`src/rtl/vidmem_arbiter_pkg.sv`:
```
// Package: shared constants and the slot phase encoding for the arbiter.
// Assumes a fixed four-clock window; the encoding is behavioural, since each
// phase value selects who owns the memory port.
package vidmem_arbiter_pkg;
    localparam int SLOTS   = 4;
    localparam int PHASE_W = $clog2(SLOTS);

    typedef enum logic [PHASE_W-1:0] {
        PH_VID_ISSUE = 2'd0,   // video address on the memory port
        PH_VID_TAKE  = 2'd1,   // video data returns, captured at end
        PH_CPU_ISSUE = 2'd2,   // processor address/write on the port
        PH_CPU_DONE  = 2'd3    // processor data returns, ready pulse
    } phase_e;
endpackage

```
`src/rtl/vma_slot_timer.sv`:
```
// Module: free-running window phase counter and slot decodes.
// Assumes: synchronous active-low reset clears the phase to video issue.
module vma_slot_timer
    import vidmem_arbiter_pkg::*;
(
    input  logic               clk,
    input  logic               rst_n,
    output phase_e             phase_o,
    output logic               vid_slot_o,
    output logic               vid_take_o,
    output logic               cpu_slot_o,
    output logic               cpu_done_o
);
    phase_e phase_q;

    // Advance the phase by one every clock, wrapping at the window size.
    always_ff @(posedge clk) begin
        if (!rst_n) phase_q <= PH_VID_ISSUE;
        else        phase_q <= phase_e'(phase_q + 1'b1);
    end

    // Decode the phase into one-hot slot strobes.
    always_comb begin
        vid_slot_o = (phase_q == PH_VID_ISSUE);
        vid_take_o = (phase_q == PH_VID_TAKE);
        cpu_slot_o = (phase_q == PH_CPU_ISSUE);
        cpu_done_o = (phase_q == PH_CPU_DONE);
    end

    assign phase_o = phase_q;
endmodule

```
`src/rtl/vma_video_fetch.sv`:
```
// Module: linear video fetch address generator and data capture.
// Assumes: memory read data is valid the clock after the address (take slot).
module vma_video_fetch #(
    parameter int ADDR_W = 16,
    parameter int DATA_W = 16
) (
    input  logic              clk,
    input  logic              rst_n,
    input  logic              vid_slot_i,
    input  logic              vid_take_i,
    input  logic              frame_start_i,
    input  logic [ADDR_W-1:0] base_i,
    input  logic [DATA_W-1:0] mem_rdata_i,
    output logic [ADDR_W-1:0] fetch_addr_o,
    output logic              valid_o,
    output logic [DATA_W-1:0] data_o
);
    logic [ADDR_W-1:0] addr_q;
    logic              valid_q;
    logic [DATA_W-1:0] data_q;

    // Address: reload on reset or frame start, else step after each issue.
    always_ff @(posedge clk) begin
        if (!rst_n || frame_start_i) addr_q <= base_i;
        else if (vid_slot_i)         addr_q <= addr_q + 1'b1;
    end

    // Capture the returned word at the end of the take slot.
    always_ff @(posedge clk) begin
        if (!rst_n) begin
            valid_q <= 1'b0;
            data_q  <= '0;
        end else begin
            valid_q <= vid_take_i;
            if (vid_take_i) data_q <= mem_rdata_i;
        end
    end

    assign fetch_addr_o = addr_q;
    assign valid_o      = valid_q;
    assign data_o       = data_q;
endmodule

```
`src/rtl/vma_cpu_port.sv`:
```
// Module: processor slot grant, ready pulse and wait-state counter.
// Assumes: request and its qualifiers are held stable until ready.
module vma_cpu_port
    import vidmem_arbiter_pkg::*;
#(
    parameter int DATA_W = 16
) (
    input  logic               clk,
    input  logic               rst_n,
    input  logic               cpu_slot_i,
    input  logic               cpu_done_i,
    input  logic               req_i,
    input  logic [DATA_W-1:0]  mem_rdata_i,
    output logic               grant_o,
    output logic               ready_o,
    output logic [DATA_W-1:0]  rdata_o,
    output logic [PHASE_W-1:0] wait_o
);
    localparam logic [PHASE_W-1:0] WAIT_MAX = '1;

    logic               granted_q;
    logic [PHASE_W-1:0] wait_q;

    // Grant only in the processor issue slot while a request is pending.
    assign grant_o = cpu_slot_i && req_i;

    // Remember that the slot was used, so ready follows in the done slot.
    always_ff @(posedge clk) begin
        if (!rst_n) granted_q <= 1'b0;
        else        granted_q <= grant_o;
    end

    // Count stalled clocks of the pending request; clear when it completes.
    always_ff @(posedge clk) begin
        if (!rst_n || ready_o)                           wait_q <= '0;
        else if (req_i && !cpu_slot_i && wait_q != WAIT_MAX) wait_q <= wait_q + 1'b1;
    end

    // Ready and read data are presented only in the done slot.
    always_comb begin
        ready_o = granted_q && cpu_done_i;
        rdata_o = ready_o ? mem_rdata_i : '0;
    end

    assign wait_o = wait_q;
endmodule

```
`src/rtl/vma_mem_mux.sv`:
```
// Module: steers the single memory port to the slot owner.
// Assumes: the video slot and processor grant are never active together.
module vma_mem_mux #(
    parameter int ADDR_W = 16,
    parameter int DATA_W = 16
) (
    input  logic              vid_slot_i,
    input  logic [ADDR_W-1:0] vid_addr_i,
    input  logic              cpu_grant_i,
    input  logic [ADDR_W-1:0] cpu_addr_i,
    input  logic              cpu_we_i,
    input  logic [DATA_W-1:0] cpu_wdata_i,
    output logic              mem_en_o,
    output logic              mem_we_o,
    output logic [ADDR_W-1:0] mem_addr_o,
    output logic [DATA_W-1:0] mem_wdata_o
);
    // Video first, then the granted processor access, else idle.
    always_comb begin
        mem_en_o    = 1'b0;
        mem_we_o    = 1'b0;
        mem_addr_o  = '0;
        mem_wdata_o = '0;
        if (vid_slot_i) begin
            mem_en_o   = 1'b1;
            mem_addr_o = vid_addr_i;
        end else if (cpu_grant_i) begin
            mem_en_o    = 1'b1;
            mem_we_o    = cpu_we_i;
            mem_addr_o  = cpu_addr_i;
            mem_wdata_o = cpu_wdata_i;
        end
    end
endmodule

```
`src/rtl/vidmem_arbiter.sv`:
```
// Module: top of the time-slot memory arbiter for video and processor.
// Assumes: synchronous memory with one-clock read latency behind mem_*.
module vidmem_arbiter
    import vidmem_arbiter_pkg::*;
#(
    parameter int ADDR_W = 16,
    parameter int DATA_W = 16
) (
    input  logic               clk,
    input  logic               rst_n,
    input  logic               cpu_req,
    input  logic [ADDR_W-1:0]  cpu_addr,
    input  logic               cpu_we,
    input  logic [DATA_W-1:0]  cpu_wdata,
    output logic [DATA_W-1:0]  cpu_rdata,
    output logic               cpu_ready,
    output logic [PHASE_W-1:0] cpu_wait,
    input  logic [ADDR_W-1:0]  vid_base,
    input  logic               vid_frame_start,
    output logic               vid_valid,
    output logic [DATA_W-1:0]  vid_data,
    output logic               mem_en,
    output logic               mem_we,
    output logic [ADDR_W-1:0]  mem_addr,
    output logic [DATA_W-1:0]  mem_wdata,
    input  logic [DATA_W-1:0]  mem_rdata
);
    phase_e            phase;
    logic              vid_slot, vid_take, cpu_slot, cpu_done, cpu_grant;
    logic [ADDR_W-1:0] vid_addr;

    vma_slot_timer u_timer (
        .clk        (clk),
        .rst_n      (rst_n),
        .phase_o    (phase),
        .vid_slot_o (vid_slot),
        .vid_take_o (vid_take),
        .cpu_slot_o (cpu_slot),
        .cpu_done_o (cpu_done)
    );

    vma_video_fetch #(.ADDR_W(ADDR_W), .DATA_W(DATA_W)) u_video (
        .clk           (clk),
        .rst_n         (rst_n),
        .vid_slot_i    (vid_slot),
        .vid_take_i    (vid_take),
        .frame_start_i (vid_frame_start),
        .base_i        (vid_base),
        .mem_rdata_i   (mem_rdata),
        .fetch_addr_o  (vid_addr),
        .valid_o       (vid_valid),
        .data_o        (vid_data)
    );

    vma_cpu_port #(.DATA_W(DATA_W)) u_cpu (
        .clk         (clk),
        .rst_n       (rst_n),
        .cpu_slot_i  (cpu_slot),
        .cpu_done_i  (cpu_done),
        .req_i       (cpu_req),
        .mem_rdata_i (mem_rdata),
        .grant_o     (cpu_grant),
        .ready_o     (cpu_ready),
        .rdata_o     (cpu_rdata),
        .wait_o      (cpu_wait)
    );

    vma_mem_mux #(.ADDR_W(ADDR_W), .DATA_W(DATA_W)) u_mux (
        .vid_slot_i  (vid_slot),
        .vid_addr_i  (vid_addr),
        .cpu_grant_i (cpu_grant),
        .cpu_addr_i  (cpu_addr),
        .cpu_we_i    (cpu_we),
        .cpu_wdata_i (cpu_wdata),
        .mem_en_o    (mem_en),
        .mem_we_o    (mem_we),
        .mem_addr_o  (mem_addr),
        .mem_wdata_o (mem_wdata)
    );
endmodule

```
`config.mk`:
```
export PLATFORM = sky130hd
export DESIGN_NAME = vidmem_arbiter
export DESIGN_NICKNAME = d
export VERILOG_FILES = /design/src/rtl/vidmem_arbiter_pkg.sv /design/src/rtl/vma_slot_timer.sv /design/src/rtl/vma_video_fetch.sv /design/src/rtl/vma_cpu_port.sv /design/src/rtl/vma_mem_mux.sv /design/src/rtl/vidmem_arbiter.sv
export SDC_FILE = /design/constraint.sdc
export NUM_CORES = 1
export LEC_CHECK = 0
export BUFFER_PORTS_ARGS = -buffer_cell sky130_fd_sc_hd__buf_4
export CAP_MARGIN = 20
export CORE_ASPECT_RATIO = 2
export CORE_MARGIN = 2
export CORE_UTILIZATION = 44
export CTS_BUF_LIST = sky130_fd_sc_hd__clkbuf_4
export DETAILED_ROUTE_END_ITERATION = 6
export GPL_ROUTABILITY_DRIVEN = 0
export GPL_TIMING_DRIVEN = 0
export PLACE_DENSITY_LB_ADDON = 0.12
export SYNTH_ARGS = -nofsm -noshare
export SYNTH_HDL_FRONTEND = slang
export SYNTH_SLANG_ARGS = --single-unit
export TNS_END_PERCENT = 5
```
`constraint.sdc`:
```
create_clock -name clk -period 1.9 [get_ports clk]
set_input_delay 0.095 -clock clk [delete_from_list [all_inputs] [get_ports clk]]
set_output_delay 0.095 -clock clk [all_outputs]
set_load 0.05 [all_outputs]
```
Word level (Yosys, flattened, before mapping)
Cells that the tools add are included.
- $add $sub $neg: 3
- equality and inequality tests: 4
- multiplexer cells: 11
- reductions and logical operators: 10
- operator list (kind ; number):
    $mux 16 ; 7
    $add 16x1->16 const B ; 1
    $add 2x1->2 const B ; 2
    $eq 2x2->1 const B ; 2
    $logic_and 1x1->1 ; 4
    $mux 1 ; 4
    $eq 2x1->1 const B ; 1
    $logic_not 1->1 ; 2
    $logic_not 2->1 ; 1
    $logic_or 1x1->1 ; 2
    $ne 2x2->1 const B ; 1
    $reduce_bool 2->1 ; 1
- bits in registers: 38
- input bits: 69
- output and inout bits: 70
- logic and storage cells: 34

Longest topological paths before layout
Gate-level depths: netlist of the first run.
- depth in word-level cells: 4
- depth in mapped cells: 6
- gate-level depth less buffers: 5

Hierarchy
A second synthesis of the first run with hierarchy kept.
- cells, all modules: 226
- area total of the unflattened synthesis: 2277.2 um^2
- by module, submodules not included (module ; instances ; cells each ; area an instance (um^2) ; seq. area each (um^2)):
    vma_video_fetch ; 1 ; 145 ; 1574.0 ; 820.8
    vma_mem_mux ; 1 ; 40 ; 329.1 ; 0.0
    vma_cpu_port ; 1 ; 31 ; 256.5 ; 60.1
    vma_slot_timer ; 1 ; 10 ; 117.6 ; 40.0

Least setup slack after synthesis of the first run
No wires, ideal clock.
- kind: flip-flop to output port
- from: register u_timer.phase_q[0] (netlist: u_timer.phase_o[0])
- to: output port mem_addr[12]
- arrival: 1730 ps
- data required time: 1805 ps
- slack: 75 ps
- stages on the path, launching flop included: 7
- path buffers: 2
- path through: dfxtp_1 -> inv_1 -> ha_1 -> clkbuf_1 -> nor2_1 -> clkbuf_1 -> a22o_1
- longest elaborated chain between the ends: 4
- elaborated cells between the ends (all ways): 5
- classes of those cells: eq/ne: 1; mux: 2; reduce/logical: 2
- RTL lines (what ; line ; text):
    start, declared ; vma_slot_timer.sv:14 ; phase_e phase_q;
    start signal, assigned ; vma_slot_timer.sv:19 ; else phase_q <= phase_e'(phase_q + 1'b1);
    $eq 2x2->1 ; vma_slot_timer.sv:26 ; cpu_slot_o = (phase_q == PH_CPU_ISSUE);
    $logic_and 1x1->1 ; vma_cpu_port.sv:25 ; assign grant_o = cpu_slot_i && req_i;
    $mux 16 ; vma_mem_mux.sv:27 ; end else if (cpu_grant_i) begin
    $mux 16 * ; vma_mem_mux.sv:24 ; if (vid_slot_i) begin
    end, declared ; vidmem_arbiter.sv:24 ; output logic [ADDR_W-1:0] mem_addr,
Every way passes the cells marked *; elsewhere a longest branch is shown, timed or not.

Worst setup path after layout of the first run
- from: register u_timer.phase_q[0] (netlist: u_timer.phase_o[0])
- to: output port mem_addr[5]
Same word-level chain as after synthesis.

==> results of run 1 <==
-- metal layers --
layer / track usage, % / part of all wire, % / vias to the layer above
met4: 8.93 / 2.6 / 0
met1: 22.0 / 34 / 1068
met5: 0 / 0 / -
met3: 4.74 / 4.5 / 15
met2: 48.2 / 59 / 82
li1: - / - / 1121
-- worst min-delay path: stages --
cell and delay [ns]:
sky130_fd_sc_hd__buf_4 0.08, sky130_fd_sc_hd__mux2i_1 0.05, sky130_fd_sc_hd__nor2b_1 0.10
-- cells by family after synthesis --
group	synth area share, %
muxes	8.17
DFF	41.5
xor gates and xnor gates	5.92
adders and majority gates	3.38
AOI/OAI and AO/OA	9.75
and+or+nand+nor	27.9
buffers and inverters	3.38
-- how the worst max path moves through the flow --
stage	startpoint	to	slack, ns	depth (start not counted)
floorplan	u_timer.phase_o[0]$_SDFF_PN0_	mem_addr[12]	0.07	6
global placement	u_timer.phase_o[0]$_SDFF_PN0_	mem_addr[14]	-0.14	7
detailed placement	u_timer.phase_o[0]$_SDFF_PN0_	mem_addr[12]	-0.14	7
CTS	u_timer.phase_o[1]$_SDFF_PN0_	mem_wdata[8]	-0.02	6
global route	u_timer.phase_o[0]$_SDFF_PN0_	mem_addr[5]	0.008	8
finish	u_timer.phase_o[0]$_SDFF_PN0_	mem_addr[5]	0.07	8
-- power by group --
part           leakage (nW)  total (mW)  internal [mW]  switching [mW]
clock network        0.0528       0.687          0.406           0.282
logic                  1.38       0.910          0.388           0.522
registers             0.351        1.03          0.935          0.0913
total                  1.78        2.62           1.73           0.895
-- sequential cells by signal, summed over array words and instances (netlist names) --
| signal | cells |
|---|---|
| u_video.data_o | 16 |
| u_video.fetch_addr_o | 16 |
| u_cpu.wait_o | 2 |
| u_timer.phase_o | 2 |
| u_cpu.granted_q | 1 |
| u_video.valid_o | 1 |
-- final cells by class --
| type | count | area share [%] |
|---|---|---|
| Sequential cell | 38 | 24.6 |
| Multi-Input combinational cell | 170 | 33.6 |
| Tap cell | 57 | 1.89 |
| Buffer | 13 | 2.19 |
| Clock inverter | 3 | 1.69 |
| Timing Repair Buffer | 157 | 34.5 |
| Inverter | 5 | 0.498 |
| Clock buffer | 5 | 0.997 |
-- metrics by stage --
step	total power [mW]	instance area, um^2	setup TNS, ns
3_5_place_dp	1.88	3330	-2.59
3_3_place_gp	1.87	3330	-3.00
2_1_floorplan	1.57	2220	0
4_1_cts	2.61	3660	-0.282
5_1_grt	2.74	3770	0
6_report	2.62	3770	0
-- placed cells by master (no fill, tap or decap), types with 3 or more instances in the layout --
cell type                       synthesis  layout
sky130_fd_sc_hd__nand3_1                3       3
sky130_fd_sc_hd__and3_1                17      17
sky130_fd_sc_hd__nand2_1               19      18
sky130_fd_sc_hd__a22o_1                15      15
sky130_fd_sc_hd__clkbuf_4               0       5
sky130_fd_sc_hd__buf_6                  0      25
sky130_fd_sc_hd__o21ai_1                7       7
sky130_fd_sc_hd__nand2b_1               3       3
sky130_fd_sc_hd__ha_1                   6       3
sky130_fd_sc_hd__inv_1                  5       3
sky130_fd_sc_hd__nor3_1                 4       4
sky130_fd_sc_hd__o21ai_0                8       8
sky130_fd_sc_hd__dfxtp_1               22      20
sky130_fd_sc_hd__mux2i_1               17      17
sky130_fd_sc_hd__xnor2_1               13      13
sky130_fd_sc_hd__buf_4                  0     122
sky130_fd_sc_hd__nor2_1                 6       5
sky130_fd_sc_hd__and2_1                20      20
sky130_fd_sc_hd__nor2b_1               17      17
sky130_fd_sc_hd__clkbuf_1              11       6
sky130_fd_sc_hd__nor4_2                 4       4
sky130_fd_sc_hd__edfxtp_1              16      16
sky130_fd_sc_hd__dlygate4sd3_1          0      10
-- repair_timing --
item,in CTS,in global routing
hold buffers,9,1
resized for setup,35,16
setup buffers,2,5
cloned,1,1
pin swaps,1,2
setup endpoints to repair,43,40
endpoints found under the hold margin,9,1
==> run summary, run 1 <==
The flow ran to the end, and the final reports show no timing, DRC or antenna violations. In this run, the number of DRC markers left after iteration 0 of detailed routing was 48. Among cell families on the critical path, the largest total delay comes from buffers and inverters.

The overall via count from detail_route came out at ~2300. The worst hold path begins at mem_rdata[5]. The number of flops mapped to enable cells by yosys is 16. Power spread over the standard cell area amounts to between 600 and 700 nW/um^2. For this run, asynchronously set or reset flops after synthesis account for 0%. The count of buffer and inverter cells on the critical path came out at 4. The fraction of the core area covered by cells at the end of the flow came out at between 70 and 80%. sky130_fd_sc_hd__dfxtp_1 is the most common cell in the netlist.

The critical path is of the flop to output pin type. The reported leakage power is between 1.5 and 2 nW. For this run, the leading register cell type out of synthesis is sky130_fd_sc_hd__dfxtp_1. The die covers around 5700 um^2. In this run the worst path has a maximum fanout of 5.

The worst path arrival time is about 1.7 ns. The initial utilization of the core area, before any placement, comes to between 40 and 50%. The wire length per cell after detailed routing came out at about 15 um. The final worst hold slack came out at ~0.014 ns.

The total of flip-flops plus latches after synthesis is 38. The worst-margin pin slew came out at roughly 0.54 ns. Counting the buffers created by CTS gives 5. The overflow left after global routing is 0. The number of global-route vias before repair came out at 2321. Dividing the final minimum period by the clock period gives a little over nine tenths.

The clock drives 38 sinks. Headroom to the max-slew limit came out at between 60% and 70%. The count of final setup violators is 0. In this run the tool buffered the top-level ports with about 140 buffer cells.

TritonCTS built the clock tree. The count of placed standard cells in the final layout, fillers left out is ~450. The sequential cell area in the final layout came out at ~900 um^2. The post-placement setup slack is -0.135 ns. Summed over all instances, the cell type with the most area after synthesis is sky130_fd_sc_hd__edfxtp_1. The post-detailed-route count of antenna-violating nets came out at 0. The number of slew-limit violations in the final report came out at 0.

The detail-routed via count per cell is 5.10. For this run, the register share of the synthesized area comes to about 41%. In this run the critical register-to-register path is captured at u_video.fetch_addr_o[14]$_DFFE_PP_. Ranked by instance count, the synthesized netlist is headed by sky130_fd_sc_hd__dfxtp_1 (22), sky130_fd_sc_hd__and2_1 (20), sky130_fd_sc_hd__nand2_1 (19). The launch instance of the worst register-to-register path is u_video.fetch_addr_o[0]$_DFFE_PP_.

The timing-limited maximum frequency is 547 MHz. The count of cell types in the netlist is 29. The min-delay analysis places its worst path in the category input pin to flop. The number of hold-slack violations in the final timing report is 0. The biggest cell delay along the critical path is around 0.37 ns.

The final worst-path setup slack is around 0.073 ns. The fraction of final layout cells sized beyond drive strength 1 is a little under half. The core outline area is between 4000 and 5000 um^2. The clock-pin slew on the worst setup and hold paths is roughly 0.13 ns. After technology mapping, the gate count stands at 227. The initial antenna violation count came out at 0. Measured in cells, the most critical reg-to-reg path has a length of 5. The post-detailed-placement half-perimeter wirelength came out at slightly above 5000 um. The number of placed instances with taps included is roughly 420.

From left edge to right edge, the die measures roughly 54 um. Entering global routing, the biggest net connects 17 pins. The worst register-to-register path has a setup slack of around 0.15 ns. On the critical path, the stage with the largest delay is an instance of sky130_fd_sc_hd__dfxtp_2. The largest voltage drop on the vdd net is 1.21 mV. Global routing consumed, over all layers together, between 20 and 25% of the routing resources. The required time of the worst setup path is around 1.8 ns.

The maximum buffer depth of the clock tree came out at 2. The root buffer cell chosen for the clock tree is sky130_fd_sc_hd__clkbuf_4. For this block, the routed nets add up to 6870 um of wire. The top cell type's share of synthesized area is 21.6%. The iteration count of the initial detailed-routing pass is 4. Setup repair after global routing left no endpoint under its margin. STA classifies the critical path endpoint as an output pin. The area used by multi-input combinational logic is 1270 um^2. The worst-skew pair later-pin latency is 0.36 ns. The count of yosys warnings during synthesis came out at 0. The global-route wire length before repair is around 10000 um.

The number of cells traversed by the worst hold path came out at 3. The count of filler cells inserted in the layout is around 360. Yosys attributes the largest share of cell area to sky130_fd_sc_hd__edfxtp_1 (22%), sky130_fd_sc_hd__dfxtp_1 (20%), sky130_fd_sc_hd__mux2i_1 (7.7%), sky130_fd_sc_hd__a22o_1 (5.9%), sky130_fd_sc_hd__and2_1 (5.6%).

The area growth from synthesis to layout came out at 69.7%. The number of antenna repair diodes came out at 0. After synthesis the cells add up to around 2200 um^2. Across the run, the number of max-cap violations was 0. The number of I/O pins came out at about 140. The residual DRC count came out at 0. The number of nets in the synthesized netlist came out at approximately 300. The hold-critical path endpoint is u_video.data_o[5]$_SDFFE_PN0P_. The count of nets after finishing is 465. The level count of the clock H-tree came out at 2. STA classifies the critical path startpoint as a flop. The worst-case clock skew is 0.0213 ns. Among the stages of the critical path, the cell type that occurs most often is sky130_fd_sc_hd__buf_4. The final critical delay including setup and external delays is 1.83 ns. The post-synthesis area per instance came out at about 9.8 um^2.

The critical path goes through inv_2 -> ha_4 -> nand2_4 -> nor2_4 -> buf_4 -> buf_4 -> a22o_2 -> buf_6. The height of the die is between 100 and 150 um. The number of core rows is 36.
Power figures use the tool's default switching activity.
==> run 2, diff against run 1 <==
REMOVE_ABC_BUFFERS = 1   (was unset)
==> run summary, run 2 (same netlist as run 1, synthesis figures left out) <==
The most frequent standard cell in the layout excluding fill and tap cells is sky130_fd_sc_hd__buf_4 (unchanged). The iteration count of the initial detailed-routing pass came out at 4 (unchanged). The type of element capturing the critical path is an output pin (unchanged). The sequential group share of total power was 43.3% (was 39.1%). The maximum buffer depth of the clock tree was 2 (unchanged).

The timing-limited maximum frequency came out at 544 MHz (was 547 MHz). The global-route wire length before repair is 8980 um (was 10400 um). The post-detailed-placement half-perimeter wirelength is 4600 um (was 5030 um). The final cell area excluding filler cells is 3630 um^2 (was 3770 um^2). The count of nets after finishing is 443 (was 465). The final critical delay including setup and external delays was 1.84 ns (was 1.83 ns).

The worst path arrival time is 1.74 ns (was 1.73 ns). The startpoint of the tightest hold check path was mem_rdata[12] (was mem_rdata[5]). The part of the total power dissipated in the clock network is 18.6% (was 26.2%). The core outline area is 4860 um^2 (unchanged).

The slowest cell on the critical path was sky130_fd_sc_hd__dfxtp_4 (was sky130_fd_sc_hd__dfxtp_2). The total die area came out at 5660 um^2 (unchanged). The level count of the clock H-tree is 2 (unchanged). The reported leakage power came out at 1.71 nW (was 1.78 nW). The number of core rows is 36 (unchanged).

The number of DRC markers in iteration 0 came out at 44 (was 48). Cells along the critical path: inv_4 -> ha_4 -> nand2_4 -> nor2_4 -> clkbuf_16 -> and2_1 -> buf_6 (was inv_2 -> ha_4 -> nand2_4 -> nor2_4 -> buf_4 -> buf_4 -> a22o_2 -> buf_6). The maximum number of pins on one net before global-route repair is 33 (was 17). The type of the worst setup path is flop to output pin (unchanged). Top library cells by usage in the layout, fill and taps aside: sky130_fd_sc_hd__buf_4 (112), sky130_fd_sc_hd__buf_6 (30), sky130_fd_sc_hd__dfxtp_1 (20) (was sky130_fd_sc_hd__buf_4 (122), sky130_fd_sc_hd__buf_6 (25), sky130_fd_sc_hd__and2_1 (20), sky130_fd_sc_hd__dfxtp_1 (20), sky130_fd_sc_hd__nand2_1 (18)).

The count of final setup violators came out at 0 (unchanged). The type of origin of the critical path is a flop (unchanged). The overflow left after global routing is 0 (unchanged). The detail-routed via count per cell came out at 5.13 (was 5.10).

The number of cells traversed by the worst hold path came to 3 (unchanged). The sequential cell area in the final layout is 928 um^2 (was 926 um^2). The area used by multi-input combinational logic is 1270 um^2 (about the same). The count of cells along the worst register-to-register path is 4 (was 5).

The cell area after placement came out at 3290 um^2 (was 3330 um^2). The clock-pin slew on the worst setup and hold paths was 0.11 ns (was 0.13 ns). The number of slew-limit violations in the final report came out at 0 (unchanged). The residual DRC count is 0 (unchanged).

The buffer type at the clock tree root was sky130_fd_sc_hd__clkbuf_4 (unchanged). The switching part of the total was 36.7% (was 34.1%). The fraction of final layout cells sized beyond drive strength 1 is 47.4% (was 46.3%). The area growth from synthesis to layout came out at 63.6% (was 69.7%). The power density over the cells was 651 nW/um^2 (was 697 nW/um^2). The combinational share of power is 38.1% (was 34.7%). The height of the die came out at 104 um (unchanged). The biggest fanout along the worst timing path came out at 8 (was 5). The worst slew slack as a fraction of its limit came out at 35.9% (was 63.8%). The width of the die came out at 54.2 um (unchanged). The post-detailed-route count of antenna-violating nets came out at 0 (unchanged). The overall routed net length came out at 6480 um (was 6870 um). The number of global-route vias before repair is 2064 (was 2321). The effective utilization at floorplan came out at 45.6% (unchanged). The overall via count from detail_route is 2186 (was 2286). The largest voltage drop on the vdd net came out at 0.670 mV (was 1.21 mV). The path length in cells of the critical path is 7 (was 8). The initial antenna violation count is 0 (unchanged).

The count of buffer and inverter cells on the critical path is 3 (was 4). The top cell family by delay on the critical path is buffers and inverters (unchanged). The worst-case clock skew is 0.0133 ns (was 0.0213 ns). The number of antenna repair diodes is 0 (unchanged). The share of the clock period used by the worst path is 96.7% (was 96.2%). Outcome: finished clean (unchanged).

The biggest cell delay along the critical path is 0.38 ns (was 0.37 ns). The wire length per cell after detailed routing came out at 15.2 um (was 15.3 um). The fraction of the core area covered by cells at the end of the flow came to 74.7% (was 77.4%).

The clock tree from TritonCTS is done (unchanged). The number of hold-slack violations in the final timing report came out at 0 (unchanged). Setup repair after global routing missed its margin: yes (was no). The number of CTS-inserted buffers is 5 (unchanged).

The count of filler cells inserted in the layout is 361 (was 355). The switching power of the nets came out at 0.868 mW (was 0.895 mW). The global-route total usage across every layer came to 20.6% (was 24.5%). The launch point of the critical path is u_timer.phase_o[0]$_SDFF_PN0_ (unchanged). The launch instance of the worst register-to-register path is u_timer.phase_o[1]$_SDFF_PN0_ (was u_video.fetch_addr_o[0]$_DFFE_PP_). The number of I/O pins was 139 (unchanged). The cell internal power dissipation was 1.50 mW (was 1.73 mW).

The required time of the worst setup path came out at 1.80 ns (about the same). The worst-skew pair later-pin latency came out at 0.33 ns (was 0.36 ns). The number of maximum-capacitance constraint violations is 0 (unchanged). The number of sinks driven by the clock tree is 38 (unchanged). The type of the most critical hold path is input pin to flop (unchanged). The worst-margin pin slew was 0.962 ns (was 0.543 ns). The port buffer count is 138 (unchanged).
## run 2: worst paths after layout
check,to,slack (ns)
min,u_video.data_o[12]$_SDFFE_PN0P_,0.02
min reg2reg,u_timer.phase_o[0]$_SDFF_PN0_,0.46
max reg2reg,u_video.data_o[15]$_SDFFE_PN0P_,0.17
max,mem_wdata[9],0.06
## run 2: power groups by stage
stage | clock, mW | sequential, mW | combinational, mW
3_5_place_dp | 0 | 1.04 | 0.831
3_3_place_gp | 0 | 1.04 | 0.814
2_1_floorplan | 0 | 1.12 | 0.437
4_1_cts | 0.456 | 1.02 | 0.841
5_1_grt | 0.484 | 1.04 | 0.958
6_report | 0.439 | 1.02 | 0.902
## run 2: cell type report
cell class,count,share of cell area [%]
Timing Repair Buffer,148,35.2
Multi-Input combinational cell,170,35.1
Sequential cell,38,25.6
Tap cell,57,1.96
Clock buffer,7,1.45
Inverter,5,0.586
Clock inverter,1,0.172
## run 2: metrics by stage
stage          setup WS [ns]  TNS [ns]  power (mW)  cells  hold slack, ns
6_report              0.0631         0        2.37    426          0.0231
5_1_grt              -0.0189   -0.0924        2.48    426         0.00442
4_1_cts              0.00352         0        2.32    417         0.00219
3_5_place_dp         -0.0195    -0.304        1.87    409           0.363
3_3_place_gp          -0.915    -29.36        1.85    408           0.348
2_1_floorplan         -0.445    -14.37        1.56    213           0.217
## run 2: repair_timing
| item | 4_1_cts | 5_1_grt |
|---|---|---|
| setup endpoints to repair | 50 | 32 |
| setup buffers | 0 | 2 |
| hold buffers | 0 | 3 |
| resized for setup | 5 | 41 |
| pin swaps | 0 | 5 |
| cloned | 0 | 3 |
| endpoints found under the hold margin | 0 | 3 |
## run 2: per-layer routing
metal  global-route usage (%)  routed length [um]  vias up
li1                         -                   -     1079
met1                     19.7                2200     1020
met2                     40.0                3830       81
met3                     5.17                 353        6
met4                     4.82                  97        0
met5                        0                   0        -
## run 2: worst min-delay path, delay by kind of cell
| kind | cells | cell delay, ns |
|---|---|---|
| AND/OR/NAND/NOR | 1 | 0.09 |
| multiplexers | 1 | 0.05 |
| buffers and inverters | 1 | 0.08 |
